==> src/rtl/cdb_arb_pkg.sv <==
package cdb_arb_pkg;

  localparam int NUM_CLASS = 6;
  localparam int RANK_W    = $clog2(NUM_CLASS + 1);

  // number of set bits strictly below position idx
  function automatic logic [RANK_W-1:0] ones_below(input logic [NUM_CLASS-1:0] v, input int idx);
    logic [RANK_W-1:0] c;
    c = '0;
    for (int j = 0; j < NUM_CLASS; j++) begin
      if (j < idx && v[j]) c = c + 1'b1;
    end
    return c;
  endfunction

  function automatic logic [RANK_W-1:0] ones_all(input logic [NUM_CLASS-1:0] v);
    return ones_below(v, NUM_CLASS);
  endfunction

  function automatic logic [RANK_W-1:0] capped(input logic [RANK_W-1:0] c, input int lim);
    return (int'(c) > lim) ? RANK_W'(lim) : c;
  endfunction

  // index of lowest set bit, NUM_CLASS when empty
  function automatic int lowest_set(input logic [NUM_CLASS-1:0] v);
    int r;
    r = NUM_CLASS;
    for (int j = NUM_CLASS - 1; j >= 0; j--) begin
      if (v[j]) r = j;
    end
    return r;
  endfunction

  // index of highest set bit, -1 when empty
  function automatic int highest_set(input logic [NUM_CLASS-1:0] v);
    int r;
    r = -1;
    for (int j = 0; j < NUM_CLASS; j++) begin
      if (v[j]) r = j;
    end
    return r;
  endfunction

endpackage

==> src/rtl/cdb_rank_unit.sv <==
module cdb_rank_unit
  import cdb_arb_pkg::*;
#(
  parameter int NUM_BUS = 3
) (
  input  logic [NUM_CLASS-1:0]             valid,
  output logic [NUM_CLASS-1:0]             grant,
  output logic [NUM_CLASS-1:0][RANK_W-1:0] rank
);

  // each requester's rank is the count of active requesters above it
  for (genvar i = 0; i < NUM_CLASS; i++) begin : g_rank
    assign rank[i]  = ones_below(valid, i);
    assign grant[i] = valid[i] && (int'(rank[i]) < NUM_BUS);
  end

endmodule

==> src/rtl/cdb_bus_slot.sv <==
module cdb_bus_slot
  import cdb_arb_pkg::*;
#(
  parameter int SLOT   = 0,
  parameter int TAG_W  = 6,
  parameter int DATA_W = 32
) (
  input  logic                             clk,
  input  logic                             rst_n,
  input  logic [NUM_CLASS-1:0]             grant,
  input  logic [NUM_CLASS-1:0][RANK_W-1:0] rank,
  input  logic [NUM_CLASS-1:0][TAG_W-1:0]  req_tag,
  input  logic [NUM_CLASS-1:0][DATA_W-1:0] req_data,
  output logic                             bus_valid,
  output logic [TAG_W-1:0]                 bus_tag,
  output logic [DATA_W-1:0]                bus_data
);

  logic [NUM_CLASS-1:0] sel;
  logic                 taken;
  logic [TAG_W-1:0]     mux_tag;
  logic [DATA_W-1:0]    mux_data;

  for (genvar i = 0; i < NUM_CLASS; i++) begin : g_sel
    assign sel[i] = grant[i] && (rank[i] == RANK_W'(SLOT));
  end

  assign taken = |sel;

  always_comb begin
    mux_tag  = '0;
    mux_data = '0;
    for (int i = 0; i < NUM_CLASS; i++) begin
      if (sel[i]) begin
        mux_tag  = mux_tag  | req_tag[i];
        mux_data = mux_data | req_data[i];
      end
    end
  end

  always_ff @(posedge clk) begin
    if (!rst_n) begin
      bus_valid <= 1'b0;
      bus_tag   <= '0;
      bus_data  <= '0;
    end else begin
      bus_valid <= taken;
      bus_tag   <= mux_tag;
      bus_data  <= mux_data;
    end
  end

  // at most one unit drives this bus
  assert_one_winner_per_bus_R5: assert property (@(posedge clk) disable iff (!rst_n)
    $onehot0(sel));

  // a claimed slot shows busy next cycle
  assert_busy_after_claim_R6: assert property (@(posedge clk) disable iff (!rst_n)
    taken |=> bus_valid);

  // an unclaimed slot goes idle and zero
  assert_idle_is_zero_R7: assert property (@(posedge clk) disable iff (!rst_n)
    !taken |=> (!bus_valid && bus_tag == '0 && bus_data == '0));

endmodule

==> src/rtl/cdb_broadcast_arbiter.sv <==
module cdb_broadcast_arbiter
  import cdb_arb_pkg::*;
#(
  parameter int NUM_BUS = 3,
  parameter int TAG_W   = 6,
  parameter int DATA_W  = 32
) (
  input  logic                             clk,
  input  logic                             rst_n,
  input  logic [NUM_CLASS-1:0]             req_valid,
  input  logic [NUM_CLASS-1:0][TAG_W-1:0]  req_tag,
  input  logic [NUM_CLASS-1:0][DATA_W-1:0] req_data,
  output logic [NUM_CLASS-1:0]             req_ready,
  output logic [NUM_BUS-1:0]               bus_valid,
  output logic [NUM_BUS-1:0][TAG_W-1:0]    bus_tag,
  output logic [NUM_BUS-1:0][DATA_W-1:0]   bus_data
);

  logic [NUM_CLASS-1:0]             grant;
  logic [NUM_CLASS-1:0][RANK_W-1:0] rank;
  logic [NUM_CLASS-1:0]             blocked;
  logic [RANK_W-1:0]                grant_count;
  logic [RANK_W-1:0]                want_count;

  cdb_rank_unit #(.NUM_BUS(NUM_BUS)) u_rank (
    .valid (req_valid),
    .grant (grant),
    .rank  (rank)
  );

  for (genvar k = 0; k < NUM_BUS; k++) begin : g_bus
    cdb_bus_slot #(.SLOT(k), .TAG_W(TAG_W), .DATA_W(DATA_W)) u_slot (
      .clk       (clk),
      .rst_n     (rst_n),
      .grant     (grant),
      .rank      (rank),
      .req_tag   (req_tag),
      .req_data  (req_data),
      .bus_valid (bus_valid[k]),
      .bus_tag   (bus_tag[k]),
      .bus_data  (bus_data[k])
    );
  end

  assign req_ready   = grant;
  assign blocked     = req_valid & ~grant;
  assign grant_count = ones_all(grant);
  assign want_count  = capped(ones_all(req_valid), NUM_BUS);

  // ready only for a requesting unit
  assert_ready_needs_valid_R5: assert property (@(posedge clk) disable iff (!rst_n)
    (req_ready & ~req_valid) == '0);

  // grants fill all buses that requests can use
  assert_grant_count_R3: assert property (@(posedge clk) disable iff (!rst_n)
    grant_count == want_count);

  // every granted index lies above every blocked index
  assert_rank_order_R2: assert property (@(posedge clk) disable iff (!rst_n)
    (blocked != '0) |-> (highest_set(grant) < lowest_set(blocked)));

  // busy buses are packed from bus 0
  assert_buses_packed_R4: assert property (@(posedge clk) disable iff (!rst_n)
    ((bus_valid & (bus_valid + 1'b1)) == '0));

  // one busy bus per grant of the previous cycle
  assert_bus_count_R6: assert property (@(posedge clk) disable iff (!rst_n)
    1'b1 |=> ($countones(bus_valid) == $past($countones(req_ready))));

  // a waiting unit holds its request steady
  for (genvar i = 0; i < NUM_CLASS; i++) begin : g_hold
    assert_hold_until_granted_R8: assert property (@(posedge clk) disable iff (!rst_n)
      (req_valid[i] && !req_ready[i]) |=>
        (req_valid[i] && $stable(req_tag[i]) && $stable(req_data[i])));
  end

endmodule

==> config.mk <==
export PLATFORM = sky130hd
export DESIGN_NAME = cdb_broadcast_arbiter
export DESIGN_NICKNAME = d
export VERILOG_FILES = /design/src/rtl/cdb_arb_pkg.sv /design/src/rtl/cdb_rank_unit.sv /design/src/rtl/cdb_bus_slot.sv /design/src/rtl/cdb_broadcast_arbiter.sv
export SDC_FILE = /design/constraint.sdc
export NUM_CORES = 1
export LEC_CHECK = 0
export BUFFER_PORTS_ARGS = -buffer_cell sky130_fd_sc_hd__buf_2
export CORE_AREA = 2 2 140 142
export DETAILED_ROUTE_END_ITERATION = 10
export DIE_AREA = 0 0 142 144
export GPL_TIMING_DRIVEN = 0
export PLACE_DENSITY_LB_ADDON = 0.15
export SYNTH_ARGS = -nofsm -noshare
export SYNTH_HDL_FRONTEND = slang
export SYNTH_SLANG_ARGS = --single-unit
==> constraint.sdc <==
create_clock -name clk -period 5.8 [get_ports clk]
set_input_delay 1.45 -clock clk [delete_from_list [all_inputs] [get_ports clk]]
set_output_delay 1.45 -clock clk [all_outputs]
set_load 0.02 [all_outputs]
==> out/metrics.yaml, run 1 <==
outcome:
  run_status: "complete, no violations"
synthesis:
  synth.yosys.warnings: 0
  yosys_most_used_dff: "dfxtp_1"
  ys_types: 49
  synth_edf_count: 0
  synth_nets: 1208
  synth-seq-area-share: 0.318
  ys_seq_elements: 117
  yosys.area.top_type_share: 0.318
  yosys.area.top_type: "dfxtp_1"
  postSynthCellCount: 962
  synth.area.top_cells: "dfxtp_1 (32%), o221ai_1 (12%), nand2_1 (11%)"
  async_reset_ff_frac: 0
  syn-cell-area_mm2: 0.00735
  syn_avg_cell_area_um2: 7.65
layout:
  fillers: 1940
  drive_gt1_frac: 0.323
  layout.cell_area.non_filler_mm2: 0.0101
  layout_commonest_cell: "buf_2"
  finish.utilization: 0.530
  flow.area_growth_from_synthesis_pct: 37.5
  fin_nets: 1587
  mostFrequentLayoutCells: "buf_2 (370), nand2_1 (223), o21ai_0 (117), dfxtp_1 (117), o221ai_1 (102)"
clocking:
  numCtsBuffers: 17
  clock_tree.buffer_depth: 2
  clock-sinks: 117
  clkSlewWorstSetupHoldPaths_ns: 0.06
  htree_num_levels: 4
  clk_tree_root_cell: "clkbuf_16"
  tritoncts: "built"
run:
  number_of_max_cap_violations: 0
critical_path:
  crit_family: "buffers and inverters"
  cp_cell_sequence: "buf_2 -> fa_2 -> inv_1 -> xnor2_1 -> a21oi_2 -> inv_1 -> ha_1 -> nand2_1 -> xnor2_2 -> mux2i_4 -> buf_8 -> o311a_1 -> buf_2"
  path_max_fanout: 10
  critical_path_cell_count: 13
  critical-path-max-stage-delay_ns: 0.62
  startpoint_type: "primary input"
  critPathArrivalTime_ns: 4.22
  critical_path_class: "in -> out"
  critical_path_buf_inv_count: 5
  required_ns: 4.35
  crit_path_top_delay_cell: "fa_2"
  timing.critical_path.to_type: "output pin"
timing:
  period_needed_ns: 5.67
  timing.final.ws_setup_ns: 0.125
  timing.fmax_mhz: 176
  rsz_0062_raised_after_global_routing: "false"
  fin_setup_tns_ns: 0
  worst-slew-pin-transition_ns: 0.933
  timing.final.crit_share: 0.978
  maxSlewHeadroom: 0.378
  timing.final.max_slew_violations: 0
  setup_viol: 0
  hold_viol_final: 0
floorplan:
  fp.dieH_um: 144
  coreArea_mm2: 0.0191
  placementRows: 51
  design.die.area_mm2: 0.0204
  start_util: 0.385
  die_x_um: 142
  io_pins: 359
drt:
  first_iter_violations: 1158
  detailroute.via_count: 10100
  drt-total-wl_mm: 39.4
  wire_per_inst_um: 24.7
  detailedRoute.firstPassIterationCount: 5
  drtAntennaViolNets: 0
  avgViaCountPerCell: 6.34
  remaining_drc_errors: 0
power_and_ir_drop:
  ir_drop_mv: 0.245
  p_leak_nw: 4.37
  power.density_mw_per_mm2: 292
grt:
  grt_remaining_overflow: 0
  first_pass_grt_wire_length_mm: 56.5
  first_global_vias: 9674
  track_usage: 0.373
  grt_antenna_before_repair: 1
  maximum_number_of_pins_on_one_net_before_global_route_repair: 20
placed_design:
  detailed_place.area_mm2: 0.00944
  gp_congestion: 0.997
  pre_cts_ws_ns: -1.29
  numPortBuffers: 357
  dp.final_hpwl_mm: 28.3
hold_path:
  hp-class: "in -> reg"
  worstHoldPathCells: 3
-- final cells by class --
type | instances | area (um2) | area share
multi-input cells | 720 | 4520 | 0.447
flip-flops and latches | 117 | 2340 | 0.232
repair buffers | 361 | 1820 | 0.180
plain buffers | 115 | 524 | 0.0519
clock buffers | 20 | 457 | 0.0452
well taps | 238 | 298 | 0.0295
clock inverters | 10 | 108 | 0.0106
inverters | 9 | 33.8 | 0.00334
diodes | 3 | 7.51 | 0.000742
-- cells in the mapped netlist, types with 2 or more instances --
| cell type | number |
|---|---|
| buf_4 | 9 |
| a32oi_1 | 2 |
| inv_1 | 9 |
| a22oi_1 | 12 |
| o221ai_1 | 102 |
| clkbuf_1 | 84 |
| buf_1 | 8 |
| o21ai_0 | 117 |
| a22o_1 | 64 |
| a32o_1 | 2 |
| a21oi_1 | 7 |
| nor2_1 | 6 |
| a31oi_1 | 39 |
| nor2b_1 | 5 |
| buf_2 | 14 |
| xnor2_1 | 3 |
| nand3b_1 | 4 |
| o21ai_1 | 11 |
| dfxtp_1 | 117 |
| ha_1 | 9 |
| o32a_1 | 12 |
| nor4b_1 | 38 |
| nand3_1 | 30 |
| a211oi_1 | 2 |
| nand3_2 | 10 |
| nand2_1 | 223 |
-- worst min-delay path, cell delays in order --
cell and delay [ns]:
buf_2 0.10, nand3_1 0.10, o21ai_1 0.07
-- flip-flops by register name (all words and copies together), names as in the netlist --
| register | flops |
|---|---|
| g_bus.u_slot.bus_data | 96 |
| g_bus.u_slot.bus_valid | 3 |
| g_bus.u_slot.bus_tag | 18 |
-- worst paths after layout --
path                          start                      endpoint
worst max-delay path   req_valid[1]                  req_ready[5]
worst min-delay path  req_data[186]  g_bus[2].u_slot.bus_data[26]
-- where the power goes --
group	switching [mW]	internal, mW	total [mW]
Clock	0.400	0.645	1.04
Combinational	0.676	0.312	0.988
Sequential	0.0254	0.897	0.922
-- per-stage QoR --
step | std cells | power (mW) | hold slack [ns]
2_1_floorplan | 962 | 1.46 | 1.64
3_3_place_gp | 1557 | 1.88 | 1.77
3_5_place_dp | 1557 | 1.88 | 1.77
4_1_cts | 1587 | 2.92 | 1.33
5_1_grt | 1591 | 3.06 | 1.34
6_report | 1593 | 2.95 | 1.33
-- per-layer routing --
| metal | vias up | global-route usage | part of all wire |
|---|---|---|---|
| met1 | 4676 | 0.479 | 0.39 |
| met2 | 853 | 0.582 | 0.44 |
| met3 | 127 | 0.0911 | 0.12 |
| met4 | 0 | 0.196 | 0.045 |
| met5 | - | 0 | 0 |
| li1 | 4437 | - | - |
-- cell families after synthesis --
kind of cell	after synthesis	share of synthesized area
AO/OA/AOI/OAI	382	0.372
XOR/XNOR	3	0.00357
adder cells (fa/ha/maj)	10	0.0180
buffers and inverters	125	0.0718
flip-flops	117	0.318
multiplexers	1	0.00306
AND/OR/NAND/NOR	324	0.213
-- timing repair --
item / 4_1_cts / 5_1_grt
pin swaps: 0 / 2
resized for setup: 10 / 8
endpoints found under the setup margin: 4 / 2
setup buffers: 1 / 3
hold buffers: 0 / 0
Note: power is estimated with default switching activity, not from simulation.
==> run 2: changes to the inputs <==
==> constraint.sdc (replaced) <==
create_clock -name clk -period 5.8 [get_ports clk]
set_input_delay 1.16 -clock clk [delete_from_list [all_inputs] [get_ports clk]]
set_output_delay 1.16 -clock clk [all_outputs]
set_load 0.02 [all_outputs]
==> out/metrics.yaml, run 2 (same netlist as run 1, synthesis figures left out) <==
outcome:
  run_status: "complete, no violations"
power_and_ir_drop:
  ir_drop_mv: 0.245
  power_mw: 2.94
  p_leak_nw: 4.34
  power.density_mw_per_mm2: 294
floorplan:
  fp.dieH_um: 144
  die_x_um: 142
  start_util: 0.385
  design.die.area_mm2: 0.0204
  coreArea_mm2: 0.0191
  io_pins: 359
  placementRows: 51
critical_path:
  crit_path_top_delay_cell: "mux2i_4"
  cp_cell_sequence: "buf_2 -> buf_4 -> inv_1 -> ha_1 -> and2_1 -> nor2_1 -> xnor2_1 -> a21oi_1 -> inv_1 -> ha_1 -> nand2_1 -> xnor2_1 -> mux2i_4 -> buf_4 -> o311a_1 -> buf_2"
  critical_path_cell_count: 16
  crit_path_end: "req_ready[5]"
  timing.critical_path.to_type: "output pin"
  crit_family: "buffers and inverters"
  critical_path_buf_inv_count: 6
  critical_path_class: "in -> out"
  startpoint_type: "primary input"
  critPathLaunch: "req_valid[0]"
  required_ns: 4.64
  critPathArrivalTime_ns: 4.43
  critical-path-max-stage-delay_ns: 0.38
  path_max_fanout: 19
grt:
  maximum_number_of_pins_on_one_net_before_global_route_repair: 20
  grt_antenna_before_repair: 1
  first_global_vias: 9640
  grt_remaining_overflow: 0
  first_pass_grt_wire_length_mm: 56.4
  track_usage: 0.372
layout:
  biggestRegsByFlops: "g_bus.u_slot.bus_data (96), g_bus.u_slot.bus_tag (18), g_bus.u_slot.bus_valid (3)"
  final_cell_count_no_fill: 1590
  largest_register_ffs: 96
  drive_gt1_frac: 0.317
  mostFrequentLayoutCells: "buf_2 (371), nand2_1 (223), o21ai_0 (117), dfxtp_1 (117), o221ai_1 (102)"
  flow.area_growth_from_synthesis_pct: 36.4
  fillers: 1949
  layout_commonest_cell: "buf_2"
  fin_nets: 1586
  top_register: "g_bus.u_slot.bus_data"
placed_design:
  gp_congestion: 0.997
  dp.final_hpwl_mm: 28.3
  pre_cts_ws_ns: -0.710
  numPortBuffers: 357
  placed_cells: 1557
timing:
  timing.fmax_mhz: 179
  timing.final.max_slew_violations: 0
  worst-slew-pin-transition_ns: 0.931
  setup_viol: 0
  rsz_0062_raised_after_global_routing: "false"
  timing.final.ws_setup_ns: 0.207
  period_needed_ns: 5.59
  finalHoldWorstSlack_ns: 1.05
  maxSlewHeadroom: 0.379
  timing.final.crit_share: 0.964
  hold_viol_final: 0
  fin_setup_tns_ns: 0
clocking:
  clock-sinks: 117
  clk_tree_root_cell: "clkbuf_16"
  tritoncts: "built"
  clkSlewWorstSetupHoldPaths_ns: 0.05
  numCtsBuffers: 17
  htree_num_levels: 4
  clock_tree.buffer_depth: 2
drt:
  first_iter_violations: 1160
  detailroute.via_count: 10100
  remaining_drc_errors: 0
  drt-total-wl_mm: 39.3
  drtAntennaViolNets: 0
  detailedRoute.firstPassIterationCount: 7
  avgViaCountPerCell: 6.33
  wire_per_inst_um: 24.7
run:
  number_of_max_cap_violations: 0
hold_path:
  hp-class: "in -> reg"
==> run 2: cell count changes in the layout (fill, tap and decap cells not counted), moves of 2 or more <==
| cell | before | now |
|---|---|---|
| clkbuf_1 | 81 | 83 |
| clkbuf_4 | 2 | 0 |
| diode_2 | 3 | 1 |
| xnor2_1 | 1 | 3 |
==> run 2: stage by stage <==
stage / instance area (um2) / utilization
after floorplan: 7350 / -
after global placement: 9440 / 0.495
after detailed placement: 9440 / 0.495
after CTS: 10000 / 0.524
after global routing: 10000 / 0.526
final: 10000 / 0.526
==> run 2: timing repair <==
item	CTS	global route
cloned	0	0
setup endpoints to repair	2	1
resized for setup	2	1
buffers inserted	0	3
hold buffers	0	0
==> run 2: area by class of cell <==
class / count / area, um2 / area share
diodes: 1 / 2.50 / 0.000250
plain buffers: 115 / 494 / 0.0493
clock buffers: 20 / 457 / 0.0455
clock inverters: 10 / 108 / 0.0107
inverters: 9 / 33.8 / 0.00337
multi-input cells: 720 / 4480 / 0.447
flip-flops and latches: 117 / 2340 / 0.234
well taps: 238 / 298 / 0.0297
repair buffers: 360 / 1810 / 0.180
==> run 2: how the worst min path moves through the flow <==
stage                                        end           from  cells past startpoint  slack (ns)
finish              g_bus[2].u_slot.bus_data[26]  req_data[186]                      3        1.05
global route         g_bus[2].u_slot.bus_data[3]  req_data[163]                      3        1.05
CTS                 g_bus[2].u_slot.bus_data[26]  req_data[186]                      3        1.04
detailed placement  g_bus[2].u_slot.bus_data[26]  req_data[186]                      3        1.48
global placement    g_bus[2].u_slot.bus_data[26]  req_data[186]                      3        1.48
floorplan           g_bus[2].u_slot.bus_data[14]  req_data[174]                      2        1.35
==> run 2: layer usage <==
metal | vias up | part of all wire | GRT usage
met4 | 0 | 0.042 | 0.185
met2 | 806 | 0.44 | 0.581
met5 | - | 0 | 0
met1 | 4706 | 0.39 | 0.481
met3 | 123 | 0.12 | 0.0914
li1 | 4430 | - | -
==> run 2: tightest hold or removal path, cell delays in order <==
cell and delay, ns:
buf_2 0.10, nand3_1 0.10, o21ai_1 0.07
==> run 2: where the power goes <==
group	total (mW)	internal, mW	switching, mW
Clock	1.05	0.645	0.401
Sequential	0.922	0.897	0.0253
Combinational	0.976	0.305	0.671
==> run 3: changes to the inputs <==
ABC_AREA = 1   (was not set)
CORE_AREA = 2 2 141 143   (was 2 2 140 142)
DIE_AREA = 0 0 143 145   (was 0 0 142 144)
==> out/metrics.yaml, run 3 <==
outcome:
  run_status: "complete, no violations"
synthesis:
  ys_types: 28
  synthTopCellsByCount: "nor2_1 (234), nand2_1 (221), inv_1 (168)"
  yosys.area.top_type_share: 0.291
  yosys.area.top_type: "dfxtp_1"
  yosysMostFrequentCell: "nor2_1"
  yosys_most_used_dff: "dfxtp_1"
  synth_nets: 1559
  synth.area.top_cells: "dfxtp_1 (29%), nor2_1 (11%), nand2_1 (10%)"
  syn_avg_cell_area_um2: 6.13
  syn-cell-area_mm2: 0.00805
  synth_edf_count: 0
  synth.yosys.warnings: 0
  async_reset_ff_frac: 0
  postSynthCellCount: 1313
  synth-seq-area-share: 0.291
  ys_seq_elements: 117
drt:
  avgViaCountPerCell: 5.50
  detailroute.via_count: 10800
  detailedRoute.firstPassIterationCount: 7
  drt-total-wl_mm: 37.7
  first_iter_violations: 934
  remaining_drc_errors: 0
  wire_per_inst_um: 19.1
  drtAntennaViolNets: 0
clocking:
  clk_tree_root_cell: "clkbuf_16"
  numCtsBuffers: 17
  clock-sinks: 117
  cts_post_setup_buffers_inserted: 0
  tritoncts: "built"
  cts_hold_repair.buffers: 0
  htree_num_levels: 4
  clkSlewWorstSetupHoldPaths_ns: 0.06
  clock_tree.buffer_depth: 2
timing:
  rsz_0062_raised_after_global_routing: "false"
  hold_viol_final: 0
  maxSlewHeadroom: 0.451
  period_needed_ns: 5.50
  fin_setup_tns_ns: 0
  timing.final.crit_share: 0.949
  timing.final.max_slew_violations: 0
  timing.fmax_mhz: 182
  setup_viol: 0
  worst-slew-pin-transition_ns: 0.824
grt:
  track_usage: 0.349
  global_route.usage.met3: 0.0733
  first_global_vias: 10300
  first_pass_grt_wire_length_mm: 55.6
  maximum_number_of_pins_on_one_net_before_global_route_repair: 17
  grt.busiest_layer: "met2"
  global_route.usage.met1: 0.441
  grt_antenna_before_repair: 5
  groute.layer.met2.usage: 0.570
  grt_remaining_overflow: 0
placed_design:
  detailed_place.area_mm2: 0.0102
  dp.final_hpwl_mm: 27.2
  gp_congestion: 0.948
  numPortBuffers: 358
critical_path:
  timing.critical_path.to_type: "output pin"
  crit_path_end: "req_ready[5]"
  critPathArrivalTime_ns: 4.34
  critical_path_class: "in -> out"
  required_ns: 4.64
  path_max_fanout: 16
  critPathLaunch: "req_valid[0]"
  startpoint_type: "primary input"
layout:
  flow.area_growth_from_synthesis_pct: 34.0
  biggestRegsByFlops: "g_bus.u_slot.bus_data (96), g_bus.u_slot.bus_tag (18), g_bus.u_slot.bus_valid (3)"
  mostFrequentLayoutCells: "buf_2 (385), nor2_1 (234), nand2_1 (221)"
  largest_register_ffs: 96
  layout.cell_area.non_filler_mm2: 0.0108
  finish.utilization: 0.562
  layout_commonest_cell: "buf_2"
  fin_nets: 1935
  top_register: "g_bus.u_slot.bus_data"
  drive_gt1_frac: 0.259
power_and_ir_drop:
  sequential_group_share_of_total_power: 0.297
  ir_drop_mv: 0.234
  p_sw_mw: 1.16
  p_leak_nw: 5.62
  power_frac_comb: 0.339
  p_int_mw: 1.88
  power.density_mw_per_mm2: 282
  power_mw: 3.04
  p_clk_frac: 0.364
  netSwitchingFraction: 0.382
hold_path:
  hold_start: "req_data[170]"
  hp-class: "in -> reg"
  worstHoldPathCells: 3
floorplan:
  placementRows: 51
  die_x_um: 143
  design.die.area_mm2: 0.0207
  start_util: 0.419
  io_pins: 359
  fp.dieH_um: 145
  coreArea_mm2: 0.0192
run:
  number_of_max_cap_violations: 0
[run 3: cell count changes after synthesis, sizes merged, moves of 37 or more]
cell    delta
o211ai    +38
o21ai     -88
nand4    +114
inv      +163
a22o      -64
o221ai   -102
o21bai    +37
nor3      +77
a21oi     +72
nor4b     -38
nor2     +230
[run 3: kinds of logic after synthesis]
| kind of cell | synth area share |
|---|---|
| adder cells (fa/ha/maj) | 0.0165 |
| AO/OA/AOI/OAI | 0.184 |
| buffers and inverters | 0.142 |
| AND/OR/NAND/NOR | 0.364 |
| flip-flops | 0.291 |
| XOR/XNOR | 0.00202 |
[run 3: worst max-delay path, cell delays in order]
cell and delay, ns:
buf_2 0.37, clkbuf_2 0.36, inv_1 0.13, ha_1 0.25
inv_1 0.08, nand2_1 0.05, nand2_1 0.12, inv_1 0.09
nand2_1 0.11, nand2_1 0.11, inv_1 0.10, ha_1 0.15
nand2_1 0.08, nand3_1 0.13, nand3_2 0.18, buf_2 0.26
buf_6 0.18, a31oi_1 0.19, buf_2 0.22
[run 3: what timing repair did]
action	CTS	global route
hold endpoints to repair	0	0
endpoints found under the setup margin	1	1
gates resized for setup	1	0
[run 3: how the worst min path moves through the flow]
stage / to / slack [ns]
3_5_place_dp: g_bus[1].u_slot.bus_data[10] / 1.47
4_1_cts: g_bus[1].u_slot.bus_data[8] / 1.02
5_1_grt: g_bus[1].u_slot.bus_data[20] / 1.03
2_1_floorplan: g_bus[1].u_slot.bus_data[25] / 1.34
3_3_place_gp: g_bus[1].u_slot.bus_data[20] / 1.46
6_report: g_bus[1].u_slot.bus_data[10] / 1.02
[run 3: metrics by stage]
stage	hold slack, ns	cells	setup WS (ns)
floorplan	1.34	1313	0.935
global placement	1.46	1936	-0.135
detailed placement	1.47	1936	-0.151
CTS	1.02	1968	0.0278
global route	1.03	1971	0.123
finish	1.02	1972	0.295
[run 3: area by class of cell]
cell class	count	area, um2
Fill cell	1977	8420
Multi-Input combinational cell	914	4560
Sequential cell	117	2340
Timing Repair Buffer	358	1790
Inverter	172	646
Buffer	109	497
Clock buffer	20	447
Tap cell	265	332
Clock inverter	12	155
Antenna cell	5	12.5
[run 3: layer usage]
metal,share of wire,vias to the layer above
li1,-,5093
met1,0.39,4838
met2,0.46,771
met3,0.11,134
met4,0.041,2
met5,0.00029,-
[run 3: power by group through the flow]
stage                     clock network [mW]  registers [mW]  logic, mW
after floorplan                            0            1.02      0.490
after global placement                     0           0.921      0.997
after global routing                    1.14           0.911       1.10
final                                   1.11           0.904       1.03
after CTS                               1.11           0.904       1.01
after detailed placement                   0           0.920       1.00
